===== src/rtl/sir_pkg.sv =====
package sir_pkg;
  typedef enum logic {
    PW_FRACTION = 1'b0,
    PW_REFCLK   = 1'b1
  } pw_mode_e;
endpackage


===== src/rtl/sir_bit_phase.sv =====
module sir_bit_phase #(
  parameter  int unsigned TICKS_PER_BIT = 16,
  localparam int unsigned PH_W          = $clog2(TICKS_PER_BIT)
) (
  input  logic            clk_i,
  input  logic            rst_ni,
  input  logic            active_i,
  input  logic            tick_i,
  output logic [PH_W-1:0] phase_o
);
  localparam logic [PH_W-1:0] LAST = PH_W'(TICKS_PER_BIT - 1);

  logic [PH_W-1:0] phase_q, phase_d;

  always_comb begin
    phase_d = phase_q;
    if (!active_i) begin
      phase_d = '0;
    end else if (tick_i) begin
      phase_d = (phase_q == LAST) ? '0 : phase_q + 1'b1;
    end
  end

  always_ff @(posedge clk_i or negedge rst_ni) begin
    if (!rst_ni) phase_q <= '0;
    else         phase_q <= phase_d;
  end

  assign phase_o = phase_q;

  assert_phase_clear_R12: assert property (@(posedge clk_i) disable iff (!rst_ni)
    !active_i |=> (phase_q == '0));
  assert_phase_hold_R12: assert property (@(posedge clk_i) disable iff (!rst_ni)
    (active_i && !tick_i) |=> $stable(phase_q));
endmodule


===== src/rtl/sir_pulse_enc.sv =====
module sir_pulse_enc import sir_pkg::*; #(
  parameter  int unsigned TICKS_PER_BIT  = 16,
  parameter  int unsigned PULSE_START    = 7,
  parameter  int unsigned PULSE_TICKS    = 3,
  parameter  int unsigned LP_PULSE_TICKS = 3,
  localparam int unsigned PH_W           = $clog2(TICKS_PER_BIT)
) (
  input  logic            clk_i,
  input  logic            rst_ni,
  input  logic            active_i,
  input  logic            lowpwr_i,
  input  logic            baud_tick_i,
  input  logic            lp_tick_i,
  input  logic            tx_bit_i,
  input  logic [PH_W-1:0] phase_i,
  output logic            ir_o
);
  localparam int unsigned     LP_W     = $clog2(LP_PULSE_TICKS + 1);
  localparam logic [PH_W-1:0] P_FIRST  = PH_W'(PULSE_START);
  localparam logic [PH_W-1:0] P_LAST   = PH_W'(PULSE_START + PULSE_TICKS - 1);
  localparam logic [LP_W-1:0] LP_LOAD  = LP_W'(LP_PULSE_TICKS);

  pw_mode_e        mode;
  logic            bit_q, bit_d;
  logic            out_q, out_d;
  logic [LP_W-1:0] lp_q, lp_d;
  logic            in_window, start_hit;

  assign mode      = pw_mode_e'(lowpwr_i);
  assign in_window = (phase_i >= P_FIRST) && (phase_i <= P_LAST);
  assign start_hit = baud_tick_i && (phase_i == P_FIRST) && !bit_q;

  always_comb begin
    bit_d = bit_q;
    out_d = out_q;
    lp_d  = lp_q;
    if (!active_i) begin
      bit_d = 1'b1;
      out_d = 1'b0;
      lp_d  = '0;
    end else begin
      if (baud_tick_i && (phase_i == '0)) bit_d = tx_bit_i;
      if (mode == PW_FRACTION) begin
        lp_d = '0;
        if (baud_tick_i) out_d = in_window && !bit_q;
      end else begin
        if (start_hit) begin
          out_d = 1'b1;
          lp_d  = LP_LOAD;
        end else if (lp_q == '0) begin
          out_d = 1'b0;
        end else if (lp_tick_i) begin
          lp_d = lp_q - 1'b1;
          if (lp_q == LP_W'(1)) out_d = 1'b0;
        end
      end
    end
  end

  always_ff @(posedge clk_i or negedge rst_ni) begin
    if (!rst_ni) begin
      bit_q <= 1'b1;
      out_q <= 1'b0;
      lp_q  <= '0;
    end else begin
      bit_q <= bit_d;
      out_q <= out_d;
      lp_q  <= lp_d;
    end
  end

  assign ir_o = out_q;

  assert_dark_when_off_R1: assert property (@(posedge clk_i) disable iff (!rst_ni)
    !active_i |=> !out_q);
  assert_rise_needs_low_bit_R4: assert property (@(posedge clk_i) disable iff (!rst_ni)
    $rose(out_q) |-> $past(baud_tick_i && !bit_q));
  assert_fraction_hold_R3: assert property (@(posedge clk_i) disable iff (!rst_ni)
    (active_i && !lowpwr_i && !baud_tick_i) |=> $stable(out_q));
  assert_ref_fall_R5: assert property (@(posedge clk_i) disable iff (!rst_ni)
    ($fell(out_q) && $past(active_i) && $past(lowpwr_i)) |-> $past(lp_tick_i || (lp_q == '0)));
endmodule


===== src/rtl/sir_pulse_dec.sv =====
module sir_pulse_dec #(
  parameter int unsigned TICKS_PER_BIT = 16,
  parameter int unsigned SYNC_STAGES   = 2
) (
  input  logic clk_i,
  input  logic rst_ni,
  input  logic active_i,
  input  logic baud_tick_i,
  input  logic ir_n_i,
  output logic rx_bit_o
);
  localparam int unsigned     CW   = $clog2(TICKS_PER_BIT + 1);
  localparam logic [CW-1:0]   HOLD = CW'(TICKS_PER_BIT);

  logic [SYNC_STAGES-1:0] sync_q, sync_d;
  logic [CW-1:0]          cnt_q, cnt_d;
  logic                   seen;

  assign seen = !sync_q[SYNC_STAGES-1];

  always_comb begin
    sync_d = {sync_q[SYNC_STAGES-2:0], ir_n_i};
    cnt_d  = cnt_q;
    if (!active_i) begin
      cnt_d = '0;
    end else if (baud_tick_i) begin
      if (seen)              cnt_d = HOLD;
      else if (cnt_q != '0)  cnt_d = cnt_q - 1'b1;
    end
  end

  always_ff @(posedge clk_i or negedge rst_ni) begin
    if (!rst_ni) begin
      sync_q <= '1;
      cnt_q  <= '0;
    end else begin
      sync_q <= sync_d;
      cnt_q  <= cnt_d;
    end
  end

  assign rx_bit_o = (cnt_q == '0);

  assert_rx_idle_off_R8: assert property (@(posedge clk_i) disable iff (!rst_ni)
    !active_i |=> rx_bit_o);
  assert_rx_hold_R6: assert property (@(posedge clk_i) disable iff (!rst_ni)
    (active_i && !baud_tick_i) |=> $stable(rx_bit_o));
  assert_rx_drop_R6: assert property (@(posedge clk_i) disable iff (!rst_ni)
    $fell(rx_bit_o) |-> $past(baud_tick_i && seen));
endmodule


===== src/rtl/sir_codec.sv =====
module sir_codec #(
  parameter int unsigned TICKS_PER_BIT  = 16,
  parameter int unsigned PULSE_START    = 7,
  parameter int unsigned PULSE_TICKS    = 3,
  parameter int unsigned LP_PULSE_TICKS = 3,
  parameter int unsigned SYNC_STAGES    = 2
) (
  input  logic clk_i,
  input  logic rst_ni,
  input  logic uart_en_i,
  input  logic sir_en_i,
  input  logic lowpwr_i,
  input  logic loopback_i,
  input  logic sir_test_i,
  input  logic baud16_tick_i,
  input  logic lp_tick_i,
  input  logic tx_nrz_i,
  input  logic uart_rxd_i,
  input  logic ir_rx_ni,
  output logic ir_tx_o,
  output logic txd_o,
  output logic rx_nrz_o
);
  localparam int unsigned PH_W = $clog2(TICKS_PER_BIT);

  logic [1:0]      rst_sync_q;
  logic            rst_n;
  logic            sir_active, ir_loop, wire_loop;
  logic            ir_drive, dec_src, dec_rx;
  logic [PH_W-1:0] phase;

  always_ff @(posedge clk_i or negedge rst_ni) begin
    if (!rst_ni) rst_sync_q <= '0;
    else         rst_sync_q <= {rst_sync_q[0], 1'b1};
  end
  assign rst_n = rst_sync_q[1];

  assign sir_active = uart_en_i && sir_en_i;
  assign ir_loop    = loopback_i && sir_test_i;
  assign wire_loop  = loopback_i && !sir_test_i;
  assign dec_src    = ir_loop ? !ir_drive : ir_rx_ni;

  sir_bit_phase #(.TICKS_PER_BIT(TICKS_PER_BIT)) phase_i (
    .clk_i    (clk_i),
    .rst_ni   (rst_n),
    .active_i (sir_active),
    .tick_i   (baud16_tick_i),
    .phase_o  (phase)
  );

  sir_pulse_enc #(
    .TICKS_PER_BIT  (TICKS_PER_BIT),
    .PULSE_START    (PULSE_START),
    .PULSE_TICKS    (PULSE_TICKS),
    .LP_PULSE_TICKS (LP_PULSE_TICKS)
  ) enc_i (
    .clk_i       (clk_i),
    .rst_ni      (rst_n),
    .active_i    (sir_active),
    .lowpwr_i    (lowpwr_i),
    .baud_tick_i (baud16_tick_i),
    .lp_tick_i   (lp_tick_i),
    .tx_bit_i    (tx_nrz_i),
    .phase_i     (phase),
    .ir_o        (ir_drive)
  );

  sir_pulse_dec #(
    .TICKS_PER_BIT (TICKS_PER_BIT),
    .SYNC_STAGES   (SYNC_STAGES)
  ) dec_i (
    .clk_i       (clk_i),
    .rst_ni      (rst_n),
    .active_i    (sir_active),
    .baud_tick_i (baud16_tick_i),
    .ir_n_i      (dec_src),
    .rx_bit_o    (dec_rx)
  );

  assign ir_tx_o  = ir_drive;
  assign txd_o    = sir_active ? 1'b1 : tx_nrz_i;
  assign rx_nrz_o = sir_active ? dec_rx : (wire_loop ? tx_nrz_i : uart_rxd_i);

  assert_txd_mark_R2: assert property (@(posedge clk_i) disable iff (!rst_n)
    sir_active |-> txd_o);
  assert_uart_off_dark_R9: assert property (@(posedge clk_i) disable iff (!rst_n)
    !uart_en_i |=> !ir_tx_o);
endmodule


===== config.mk =====
export PLATFORM = sky130hd
export DESIGN_NAME = sir_codec
export DESIGN_NICKNAME = d
export VERILOG_FILES = /design/src/rtl/sir_pkg.sv /design/src/rtl/sir_bit_phase.sv /design/src/rtl/sir_pulse_enc.sv /design/src/rtl/sir_pulse_dec.sv /design/src/rtl/sir_codec.sv
export SDC_FILE = /design/constraint.sdc
export NUM_CORES = 1
export LEC_CHECK = 0
export ABC_AREA = 1
export BUFFER_PORTS_ARGS = -buffer_cell sky130_fd_sc_hd__buf_2
export CAP_MARGIN = 20
export CORE_AREA = 2 2 46 48
export CTS_CLUSTER_DIAMETER = 50
export DETAILED_ROUTE_END_ITERATION = 10
export DIE_AREA = 0 0 48 50
export PLACE_DENSITY = 0.73
export SLEW_MARGIN = 10
export SYNTH_ARGS = -nofsm -noshare
export SYNTH_HDL_FRONTEND = slang
export SYNTH_SLANG_ARGS = --single-unit

===== constraint.sdc =====
create_clock -name clk_i -period 1.57 [get_ports clk_i]
set_clock_uncertainty 0.2 [all_clocks]
set_input_delay 0 -clock clk_i [delete_from_list [all_inputs] [get_ports clk_i]]
set_output_delay 0 -clock clk_i [all_outputs]
set_load 0.05 [all_outputs]

==> flow_summary.json <==
{
  "run_status": "finished with violations",
  "violations": "negative setup slack",
  "grt_pass1_vias": 996,
  "startpoint_type": "flip-flop",
  "start_util_pct": 51.3,
  "synthSimpleGateAreaFrac_pct": 27.6,
  "fmax_mhz": 609,
  "dr.first_iter.drc_count": 30,
  "synth-compound-area-share_pct": 9.49,
  "ff2ff_setup_slack_ns": -0.07,
  "muxShareOfSynthArea_pct": 0,
  "final_cell_mix": "27 x nand2_1, 13 x inv_1, 13 x dfrtp_1, 13 x buf_2",
  "rows": 16,
  "ys_ff_latch": 17,
  "final_common_cell": "nand2_1",
  "fp.dieH_microns": 50,
  "insertion_delay_ns": 0.30,
  "ir_worst_vdd_uv": 637,
  "nets": 184,
  "dr.pass1.iters": 4,
  "final_core_util_pct": 72.1,
  "r2r_end": "dec_i.cnt_q[3]",
  "maxCapViolCount": 0,
  "final_max_slew_viol_count": 0,
  "rr_startpoint": "dec_i.cnt_q[0]",
  "cp_cell_sequence": "inv_2, ha_4, nand2_4, nor2_4, buf_4, nand3_1, nand2_2, buf_4, nand2_1, nand2_1",
  "rsz0062_at_grt": "true",
  "grt_pass1_wl_microns": 4130,
  "worst_pin_slew_ns": 0.623,
  "root_buffer": "clkbuf_4",
  "place.gp.congestion": 0.800,
  "cp.arrival_ns": 1.69,
  "total_power_w": 0.000951,
  "die-area_sq_um": 2400,
  "synth_seq_area_share_pct": 44.0,
  "hpwlAfterDp_microns": 1580,
  "vias_per_cell": 5.20,
  "grt-ovfl-total": 0,
  "end_kind": "flip-flop",
  "coreArea_sq_um": 1900,
  "slowest_stage": "dfrtp_1",
  "required_ns": 1.62,
  "num_vias": 993,
  "clkSinkCount": 17,
  "synth_top_family_by_area": "simple AND/OR/NAND/NOR gates",
  "area.growth.synth_to_final_pct": 40.5,
  "fin_crit_sh_pct": 105,
  "fin_crit_ns": 1.64,
  "met2_usage_pct": 44.7,
  "avgSynthCellArea_sq_um": 7.81,
  "fin_ws_ns": -0.0718,
  "setup_violations": 3,
  "gr-max-usage-layer": "met2",
  "drive_gt1_share_pct": 35.4,
  "h-tree-depth": 1,
  "synthCells": 125,
  "syn_nets": 144,
  "dpl_worst_slack_ns": 0.0375,
  "ff2ff_path_depth": 10,
  "ant_nets": 0,
  "cts.path.max_buffers": 2,
  "relSlewSlack_pct": 58.4,
  "hp-class": "reg2async",
  "portBuffers": 14,
  "cts-buffers-inserted": 3,
  "clk_pin_slew_worst_paths_ns": 0.11,
  "grt.met3_usage_pct": 3.30,
  "ys_warn_count": 0,
  "criticalPathCategory": "reg2reg",
  "max_stage_delay_ns": 0.42,
  "ios": 15,
  "leakage_nw": 0.692,
  "grt.total_usage_pct": 24.1,
  "cts_tree": "done",
  "crit_fanout": 5,
  "synth-xor-area-share_pct": 2.69,
  "drc_errors": 0,
  "grt_max_degree": 16,
  "synth_largest_area_cell": "dfrtp_1",
  "powerDensity_nw_per_um2": 693,
  "use_met1_pct": 27.5,
  "wl_per_cell_microns": 13.8,
  "antenna_found_initial": 0,
  "ys_types": 22,
  "synth_top_area_share_pct": 35.9,
  "synthTopCellsByArea": "dfrtp_1 36%, nand2_1 12%, ha_1 9.0%",
  "synthAdderAreaFrac_pct": 8.97,
  "antennaDiodeCount": 0,
  "hold_viol": 0,
  "die_w_microns": 48,
  "syn_area_sq_um": 976,
  "wl_microns": 2640
}
[synthesized netlist by cell type]
cell,instances
nand4_1,2
a31oi_1,1
dfrtp_1,14
nand2_1,32
ha_1,7
o22ai_1,1
o21ai_1,5
conb_1,1
a21oi_1,5
nor2_2,3
nand3_1,8
inv_2,3
o31ai_1,1
o21ai_0,3
nand2_2,5
inv_1,15
a21boi_0,1
xor2_1,2
xnor2_1,1
nor2_1,11
dfstp_2,3
nor3_1,1
[report_power, final]
| part | leakage, nW | internal (W) | switching, W |
|---|---|---|---|
| combinational | 0.456 | 0.000102 | 0.000117 |
| sequential | 0.218 | 0.000458 | 0.0000215 |
| clock | 0.0177 | 0.0000951 | 0.000156 |
[registers in the layout (all words and copies together) (netlist names)]
register,count
dec_i.sync_q,2
rst_sync_q,2
enc_i.bit_q,1
enc_i.lp_q,2
phase_i.phase_o,4
dec_i.cnt_q,5
enc_i.ir_o,1
[critical path, delay by kind of cell, from the launching register on]
family	cells	cell delay (ns)
adder cells (fa/ha/maj)	1	0.15
buffers and inverters	3	0.34
flip-flops	1	0.42
AND/OR/NAND/NOR	6	0.47
[metal layers]
layer | vias up | share of wire [%]
met5 | - | 0
met4 | 0 | 1.9
met3 | 6 | 4.0
met2 | 34 | 57
met1 | 479 | 37
li1 | 474 | -
[repair_timing]
item                                    CTS  global route
endpoints found under the hold margin    14             0
endpoints found under the setup margin    1            10
hold buffers                             11             0
setup buffers                             4             6
pin swaps                                 3             3
gates resized for setup                   5            18
[logic make-up (layout without fill, tap and decap cells)]
group                      count (synthesis)  after routing
and+or+nand+nor                           62             62
buffers and inverters                     18             57
AOI/OAI and AO/OA                         17             17
DFF                                       17             17
adders and majority gates                  7              7
xor gates and xnor gates                   3              3
other                                      1              1
[layout make-up]
cell class,instances,area (sq um)
clock inverters,1,5.00
repair buffers,35,264
fillers,135,531
flip-flops and latches,17,430
clock buffers,3,22.5
multi-input cells,90,548
well taps,27,33.8
inverters,18,67.6
[per-stage QoR]
stage	setup TNS, ns	hold slack (ns)	instances	instance area [sq um]
after floorplan	0	-0.496	125	981
after global placement	0	-0.415	166	1080
after detailed placement	0	-0.415	166	1080
after CTS	-0.116	0.0654	185	1270
after global routing	-0.472	0.117	191	1370
final	-0.189	0.0629	191	1370
[how the worst max path moves through the flow]
stage | start | end | slack, ns | cells past startpoint
2_1_floorplan | dec_i.cnt_q[0] | dec_i.cnt_q[4] | 0.16 | 9
3_3_place_gp | dec_i.cnt_q[0] | rx_nrz_o | 0.09 | 7
3_5_place_dp | dec_i.cnt_q[0] | rx_nrz_o | 0.04 | 7
4_1_cts | dec_i.cnt_q[0] | rx_nrz_o | -0.1 | 7
5_1_grt | dec_i.cnt_q[0] | dec_i.cnt_q[3] | -0.12 | 10
6_report | dec_i.cnt_q[0] | dec_i.cnt_q[3] | -0.07 | 10
No activity file was read; power rests on OpenSTA's default activity.
